`src/rtl/rsz_pkg.sv`:
```
package rsz_pkg;

    typedef enum logic [2:0] {
        ST_IDLE,
        ST_CHECK,
        ST_DIVIDE,
        ST_STORE,
        ST_FINISH
    } rsz_state_e;

    typedef enum logic {
        DIR_VERT,
        DIR_HORZ
    } rsz_dir_e;

endpackage

```
`src/rtl/rsz_limit_chk.sv`:
```
// Combinational legality test for one direction's size pair.
module rsz_limit_chk #(
    parameter int IN_W    = 13,
    parameter int OUT_W   = 11,
    parameter int MAX_IN  = 4096,
    parameter int MAX_OUT = 1024,
    parameter int RATIO   = 4
) (
    input  logic [IN_W-1:0]  in_size,
    input  logic [OUT_W-1:0] out_size,
    output logic             illegal
);
    localparam logic [31:0] LIM_IN  = 32'(MAX_IN);
    localparam logic [31:0] LIM_OUT = 32'(MAX_OUT);
    localparam logic [31:0] LIM_RAT = 32'(RATIO);

    logic [31:0] in_x, out_x;

    always_comb begin
        in_x    = 32'(in_size);
        out_x   = 32'(out_size);
        illegal = 1'b0;
        if (in_x == 32'd0 || in_x > LIM_IN)
            illegal = 1'b1;
        if (out_x < 32'd2 || out_x > LIM_OUT)
            illegal = 1'b1;
        if (out_x * LIM_RAT < in_x)
            illegal = 1'b1;
    end
endmodule

```
`src/rtl/rsz_prescale.sv`:
```
// Chain of conditional halving stages; one generate slice per stage.
module rsz_prescale #(
    parameter int IN_W    = 13,
    parameter int OUT_W   = 11,
    parameter int MAX_OUT = 1024,
    parameter int STAGES  = 2,
    parameter int STAGE_W = 2
) (
    input  logic [IN_W-1:0]    in_size,
    input  logic [OUT_W-1:0]   out_size,
    output logic [IN_W-1:0]    work_size,
    output logic [STAGE_W-1:0] stage_cnt
);
    localparam logic [31:0] LIM_OUT = 32'(MAX_OUT);

    logic [IN_W-1:0]    sz  [0:STAGES];
    logic [STAGE_W-1:0] cnt [0:STAGES];
    logic [31:0]        twice_out;

    assign twice_out = 32'(out_size) << 1;
    assign sz[0]     = in_size;
    assign cnt[0]    = '0;

    for (genvar g = 0; g < STAGES; g++) begin : g_stage
        logic halve;
        assign halve      = (32'(sz[g]) > LIM_OUT) || (32'(sz[g]) >= twice_out);
        assign sz[g+1]    = halve ? (sz[g] >> 1) : sz[g];
        assign cnt[g+1]   = halve ? cnt[g] + STAGE_W'(1) : cnt[g];
    end

    assign work_size = sz[STAGES];
    assign stage_cnt = cnt[STAGES];
endmodule

```
`src/rtl/rsz_div.sv`:
```
// Restoring divider, one quotient bit per clock.
module rsz_div #(
    parameter int NUM_W = 26,
    parameter int DEN_W = 11
) (
    input  logic             clk_i,
    input  logic             rst_ni,
    input  logic             load_i,
    input  logic [NUM_W-1:0] num_i,
    input  logic [DEN_W-1:0] den_i,
    output logic [NUM_W-1:0] quo_o,
    output logic             done_o
);
    localparam int CNT_W = $clog2(NUM_W + 1);
    localparam logic [CNT_W-1:0] LAST = CNT_W'(NUM_W - 1);

    logic [DEN_W-1:0] rem_q, den_q;
    logic [NUM_W-1:0] quo_q;
    logic [CNT_W-1:0] cnt_q;
    logic             run_q, done_q;
    logic [DEN_W:0]   trial;
    logic             fits;

    assign trial = {rem_q, quo_q[NUM_W-1]};
    assign fits  = trial >= {1'b0, den_q};

    always_ff @(posedge clk_i or negedge rst_ni) begin
        if (!rst_ni) begin
            rem_q  <= '0;
            den_q  <= '0;
            quo_q  <= '0;
            cnt_q  <= '0;
            run_q  <= 1'b0;
            done_q <= 1'b0;
        end else begin
            done_q <= 1'b0;
            if (load_i) begin
                rem_q <= '0;
                den_q <= den_i;
                quo_q <= num_i;
                cnt_q <= '0;
                run_q <= 1'b1;
            end else if (run_q) begin
                rem_q <= fits ? DEN_W'(trial - {1'b0, den_q}) : trial[DEN_W-1:0];
                quo_q <= {quo_q[NUM_W-2:0], fits};
                cnt_q <= cnt_q + CNT_W'(1);
                if (cnt_q == LAST) begin
                    run_q  <= 1'b0;
                    done_q <= 1'b1;
                end
            end
        end
    end

    assign quo_o  = quo_q;
    assign done_o = done_q;
endmodule

```
`src/rtl/rsz_coef_calc.sv`:
```
module rsz_coef_calc
    import rsz_pkg::*;
#(
    parameter int IN_W    = 13,
    parameter int OUT_W   = 11,
    parameter int MAX_IN  = 4096,
    parameter int MAX_OUT = 1024,
    parameter int RATIO   = 4,
    parameter int FRAC_W  = 13,
    parameter int STEP_W  = 14,
    parameter int STAGES  = 2,
    parameter int STAGE_W = 2
) (
    input  logic                              clk_i,
    input  logic                              rst_ni,
    input  logic                              start_i,
    input  logic [IN_W-1:0]                   in_v_i,
    input  logic [OUT_W-1:0]                  out_v_i,
    input  logic [IN_W-1:0]                   in_h_i,
    input  logic [OUT_W-1:0]                  out_h_i,
    output logic                              busy_o,
    output logic                              done_o,
    output logic                              err_o,
    output logic [2*(STEP_W+STAGE_W)-1:0]     word_o
);
    localparam int HALF_W = STEP_W + STAGE_W;
    localparam int WORD_W = 2 * HALF_W;
    localparam int NUM_W  = IN_W + FRAC_W;

    rsz_state_e state_q, state_d;
    rsz_dir_e   dir_q;

    logic [IN_W-1:0]    cap_in_v_q, cap_in_h_q, cur_in;
    logic [OUT_W-1:0]   cap_out_v_q, cap_out_h_q, cur_out;
    logic               cur_bad;
    logic [IN_W-1:0]    work;
    logic [STAGE_W-1:0] stage;
    logic               div_load, div_done;
    logic [NUM_W-1:0]   div_num, div_quo;
    logic [OUT_W-1:0]   div_den;
    logic [STEP_W-1:0]  step_sat;
    logic [HALF_W-1:0]  vert_q;
    logic [WORD_W-1:0]  word_q;
    logic               err_q;

    assign cur_in  = (dir_q == DIR_VERT) ? cap_in_v_q  : cap_in_h_q;
    assign cur_out = (dir_q == DIR_VERT) ? cap_out_v_q : cap_out_h_q;

    rsz_limit_chk #(
        .IN_W(IN_W), .OUT_W(OUT_W), .MAX_IN(MAX_IN),
        .MAX_OUT(MAX_OUT), .RATIO(RATIO)
    ) u_limit (
        .in_size (cur_in),
        .out_size(cur_out),
        .illegal (cur_bad)
    );

    rsz_prescale #(
        .IN_W(IN_W), .OUT_W(OUT_W), .MAX_OUT(MAX_OUT),
        .STAGES(STAGES), .STAGE_W(STAGE_W)
    ) u_pre (
        .in_size  (cur_in),
        .out_size (cur_out),
        .work_size(work),
        .stage_cnt(stage)
    );

    assign div_num  = {work - IN_W'(1), {FRAC_W{1'b0}}};
    assign div_den  = cur_out - OUT_W'(1);
    assign div_load = (state_q == ST_CHECK) && !cur_bad;

    rsz_div #(.NUM_W(NUM_W), .DEN_W(OUT_W)) u_div (
        .clk_i (clk_i),
        .rst_ni(rst_ni),
        .load_i(div_load),
        .num_i (div_num),
        .den_i (div_den),
        .quo_o (div_quo),
        .done_o(div_done)
    );

    // Saturate an overlong quotient to all ones in the step field.
    assign step_sat = (|div_quo[NUM_W-1:STEP_W]) ? {STEP_W{1'b1}} : div_quo[STEP_W-1:0];

    // State register
    always_ff @(posedge clk_i or negedge rst_ni) begin
        if (!rst_ni) state_q <= ST_IDLE;
        else         state_q <= state_d;
    end

    // Next-state logic
    always_comb begin
        state_d = state_q;
        unique case (state_q)
            ST_IDLE:   if (start_i)  state_d = ST_CHECK;
            ST_CHECK:  state_d = cur_bad ? ST_FINISH : ST_DIVIDE;
            ST_DIVIDE: if (div_done) state_d = ST_STORE;
            ST_STORE:  state_d = (dir_q == DIR_VERT) ? ST_CHECK : ST_FINISH;
            ST_FINISH: state_d = ST_IDLE;
            default:   state_d = ST_IDLE;
        endcase
    end

    // Datapath and output registers
    always_ff @(posedge clk_i or negedge rst_ni) begin
        if (!rst_ni) begin
            dir_q       <= DIR_VERT;
            cap_in_v_q  <= '0;
            cap_out_v_q <= '0;
            cap_in_h_q  <= '0;
            cap_out_h_q <= '0;
            vert_q      <= '0;
            word_q      <= '0;
            err_q       <= 1'b0;
        end else begin
            unique case (state_q)
                ST_IDLE: begin
                    if (start_i) begin
                        dir_q       <= DIR_VERT;
                        cap_in_v_q  <= in_v_i;
                        cap_out_v_q <= out_v_i;
                        cap_in_h_q  <= in_h_i;
                        cap_out_h_q <= out_h_i;
                    end
                end
                ST_CHECK: begin
                    if (cur_bad) begin
                        word_q <= '0;
                        err_q  <= 1'b1;
                    end
                end
                ST_STORE: begin
                    if (dir_q == DIR_VERT) begin
                        vert_q <= {stage, step_sat};
                        dir_q  <= DIR_HORZ;
                    end else begin
                        word_q <= {vert_q, stage, step_sat};
                        err_q  <= 1'b0;
                    end
                end
                ST_DIVIDE, ST_FINISH: begin
                end
                default: begin
                end
            endcase
        end
    end

    assign busy_o = (state_q != ST_IDLE) && (state_q != ST_FINISH);
    assign done_o = (state_q == ST_FINISH);
    assign err_o  = err_q;
    assign word_o = word_q;
endmodule

```
`config.mk`:
```
export PLATFORM = sky130hd
export DESIGN_NAME = rsz_coef_calc
export DESIGN_NICKNAME = d
export VERILOG_FILES = /design/src/rtl/rsz_pkg.sv /design/src/rtl/rsz_limit_chk.sv /design/src/rtl/rsz_prescale.sv /design/src/rtl/rsz_div.sv /design/src/rtl/rsz_coef_calc.sv
export SDC_FILE = /design/constraint.sdc
export NUM_CORES = 1
export LEC_CHECK = 0
export BUFFER_PORTS_ARGS = -buffer_cell sky130_fd_sc_hd__buf_2
export CAP_MARGIN = 5
export CORE_MARGIN = 3
export CORE_UTILIZATION = 50
export DETAILED_ROUTE_END_ITERATION = 10
export PLACE_DENSITY_LB_ADDON = 0.1
export SETUP_SLACK_MARGIN = 0.1
export SLEW_MARGIN = 0
export SYNTH_ARGS = -nofsm -noshare
export SYNTH_HDL_FRONTEND = slang
export SYNTH_SLANG_ARGS = --single-unit
```
`constraint.sdc`:
```
create_clock -name clk_i -period 9.1 [get_ports clk_i]
set_input_delay 0.91 -clock clk_i [delete_from_list [all_inputs] [get_ports clk_i]]
set_output_delay 0.91 -clock clk_i [all_outputs]
set_load 0.05 [all_outputs]
```
==> reports/qor.csv <==
stage,metric,value,unit
sta,hold_slack,0.4859,ns
clock_tree,path_clk_slew,0.07,ns
detailed_routing,routedWlPerCell,17.27,um
detailed_routing,first_pass_iters,4,
place,dp_hpwl,14830,um
critical_path,cp-start-kind,register,
logic_synthesis,ys.flop_type,dfrtp_1,
global_routing,grt_pass1_wl,34310,um
sta,rsz0062_at_grt,false,
clock_tree,cts_max_path_buffers,2,
logic_synthesis,synthXorXnorAreaFrac,0.02007,
logic_synthesis,avgSynthCellArea,10.06,um2
layout,antenna_cells,0,
logic_synthesis,synth-edff-count,0,
critical_path,required,9.37,ns
pwr,vdd_ir_drop_max,177.9,uV
clock_tree,clkLatencyLatePin,0.42,ns
job,drv_cap,0,
layout,finalNonFillerCells,1171,
global_routing,grt_max_degree,94,
logic_synthesis,synth-seq-cells,156,
critical_path,ff2ff_setup_slack,1.29,ns
clock_tree,post_cts_buffers,0,
logic_synthesis,async_flop_share,1.000,
layout,syn2layout_area_growth,14.08,%
critical_path,path_max_fanout,40,
global_routing,grt_overflow,0,
detailed_routing,remaining_drc_errors,0,
logic_synthesis,synth_cell_type_count,66,
place,place.gp.congestion,0.9229,
logic_synthesis,synth-simple-area-share,0.1235,
sta,finalSetupTns,0,ns
sta,max_freq,128.1,MHz
logic_synthesis,synth.yosys.seq_area_share,0.4474,
status,status,finished clean,
logic_synthesis,synth.most_common_cell,dfrtp_1,
layout,post_route_cells_drive_above_1_share,0.2145,
critical_path,cp.arrival,8.07,ns
sta,hold_violations,0,
clock_tree,cts_sinks,156,
critical_path,r2r_cells,28,
logic_synthesis,synth_top_family_by_area,compound AO/OA/AOI/OAI gates,
logic_synthesis,netlist_top_cells_area,"dfrtp_1 45%, ha_1 7.0%, mux2_2 7.0%",
min_path,min_to,word_o[8]$_DFFE_PN0P_,
pwr,leakage,0.004675,uW
layout,postLayoutCellArea,0.009955,mm2
clock_tree,root_buffer,clkbuf_16,
critical_path,crit_path_max_incr_delay,0.99,ns
min_path,min_path_type,register to register,
logic_synthesis,synth_commonest_cells,"156 x dfrtp_1, 105 x nor2_1, 55 x nand2_1, 54 x mux2_2, 54 x mux2i_1",
clock_tree,cts_tree,done,
logic_synthesis,synthAdderAreaFrac,0.07256,
logic_synthesis,netlist_area,0.008726,mm2
detailed_routing,finalWirelength,20220,um
clock_tree,htreeDepth,4,
detailed_routing,drtIter0Drc,426,
place,port_buffers,85,
logic_synthesis,synthMuxAreaShare,0.1394,
sta,relSlewSlack,0.1538,
logic_synthesis,synth_compound_area_frac,0.1560,
critical_path,end_kind,register,
min_path,hold_depth,2,
critical_path,cp_slowest_cell,dfrtp_2,
detailed_routing,vias,6687,
detailed_routing,vias_per_cell,5.711,
critical_path,crit_type,register to register,
critical_path,reg2reg_to,u_div.quo_o[23]$_DFFE_PN0P_,
floorplan,placementRows,47,
logic_synthesis,synth_area_leader_cell,dfrtp_1,
floorplan,dieArea,0.01907,mm2
critical_path,rr_startpoint,dir_q$_DFFE_PN0P_,
floorplan,placeableCoreArea,0.01682,mm2
logic_synthesis,synth_top_area_share,0.4474,
floorplan,ios,86,
pwr,p_per_area,402.6,mW/mm2
floorplan,start_util,0.5188,
sta,finalCritPeriodShare,0.8578,
sta,worst_slew_pin_slew,1.266,ns
floorplan,die_x,138.1,um
global_routing,grt_usage,0.2162,
min_path,min-delay-start,word_o[8]$_DFFE_PN0P_,
layout,nets,1039,
clock_tree,ctsHoldBuffers,0,
logic_synthesis,synth_nets,968,
sta,drv_slew,0,
global_routing,first_global_vias,6801,
place,dpl_cell_area,0.009338,mm2
detailed_routing,postRouteAntennaNets,0,
sta,finalCriticalPeriod,7.806,ns
global_routing,antenna_found_initial,0,
sta,finClkSkew,0.009973,ns
logic_synthesis,yosys_warnings,0,
floorplan,chipHeight,138.1,um
pwr,total_power,4007,uW
sta,finalSetupViolCount,0,
place,placedCellCount,1139,
clock_tree,post_cts_resized,0,
logic_synthesis,synthCells,867,
clock_tree,cts_buffers,17,
stage by stage:
| step | setup WS (ns) | utilization |
|---|---|---|
| 2_1_floorplan | 2.554 | - |
| 3_3_place_gp | 1.742 | 0.5552 |
| 3_5_place_dp | 1.467 | 0.5552 |
| 4_1_cts | 1.414 | 0.5919 |
| 5_1_grt | 0.5267 | 0.5919 |
| 6_report | 1.294 | 0.5919 |
metal layers:
layer | vias up | track usage | routed length (um)
met5 | - | 0 | 0
met4 | 0 | 0.06344 | 408
met3 | 27 | 0.04109 | 740
met2 | 134 | 0.3589 | 9836
met1 | 3286 | 0.2909 | 9233
li1 | 3240 | - | -
power breakdown:
group | switching [uW] | leakage (uW) | internal, uW
clock | 332 | 0.000298 | 398
sequential | 212 | 0.00193 | 969
combinational | 1200 | 0.00244 | 892
critical path: cells and delay by family (launching register included):
family                     cells  cell delay (ns)
muxes                          1             0.62
adders and majority gates      3             0.96
buffers and inverters          5             1.09
and+or+nand+nor                6             0.89
xor gates and xnor gates       1             0.15
DFF                            1             0.99
AOI/OAI and AO/OA             12             2.90
cell usage in the layout (no fill, tap or decap), types with 11 or more instances in the layout:
| cell | netlist | routed |
|---|---|---|
| dfrtp_1 | 156 | 154 |
| nor2_1 | 105 | 103 |
| buf_2 | 8 | 84 |
| nand2_1 | 55 | 55 |
| mux2i_1 | 54 | 54 |
| mux2_2 | 54 | 54 |
| inv_1 | 50 | 50 |
| ha_1 | 49 | 49 |
| o21ai_0 | 46 | 46 |
| a21oi_1 | 42 | 42 |
| a21o_1 | 19 | 19 |
| a22o_1 | 19 | 19 |
| a211oi_1 | 17 | 17 |
| clkbuf_16 | 0 | 17 |
| nand3_1 | 14 | 14 |
| xnor2_1 | 14 | 14 |
| nor3_1 | 12 | 12 |
| nor2b_1 | 11 | 11 |
how the worst max path moves through the flow:
stage,start,to,cells past startpoint
floorplan,dir_q$_DFFE_PN0P_,u_div.quo_o[23]$_DFFE_PN0P_,31
global placement,dir_q$_DFFE_PN0P_,u_div.quo_o[23]$_DFFE_PN0P_,28
detailed placement,dir_q$_DFFE_PN0P_,u_div.quo_o[23]$_DFFE_PN0P_,28
CTS,dir_q$_DFFE_PN0P_,u_div.quo_o[23]$_DFFE_PN0P_,28
global route,dir_q$_DFFE_PN0P_,u_div.quo_o[23]$_DFFE_PN0P_,28
finish,dir_q$_DFFE_PN0P_,u_div.quo_o[23]$_DFFE_PN0P_,28
layout make-up:
| type | count | area, um2 |
|---|---|---|
| Multi-Input combinational cell | 619 | 4473 |
| Inverter | 51 | 191.4 |
| Tap cell | 220 | 275.3 |
| Clock buffer | 17 | 425.4 |
| Clock inverter | 15 | 191.4 |
| Fill cell | 1498 | 6864 |
| Timing Repair Buffer | 93 | 491.7 |
| Sequential cell | 156 | 3906 |
logic make-up (layout without fill, tap and decap cells):
kind of cell	Yosys count	count (layout)
AOI/OAI and AO/OA	200	200
xor gates and xnor gates	20	20
adders and majority gates	50	50
buffers and inverters	92	176
DFF	156	156
muxes	112	112
and+or+nand+nor	237	237
registers in the layout, indices dropped and copies added (netlist names), 13 cells and up:
| signal | cells |
|---|---|
| u_div.quo_o | 26 |
| cap_in_h_q | 13 |
| cap_in_v_q | 13 |
| vert_q | 16 |
| word_o | 32 |
Note: power is estimated with default switching activity, not from simulation.
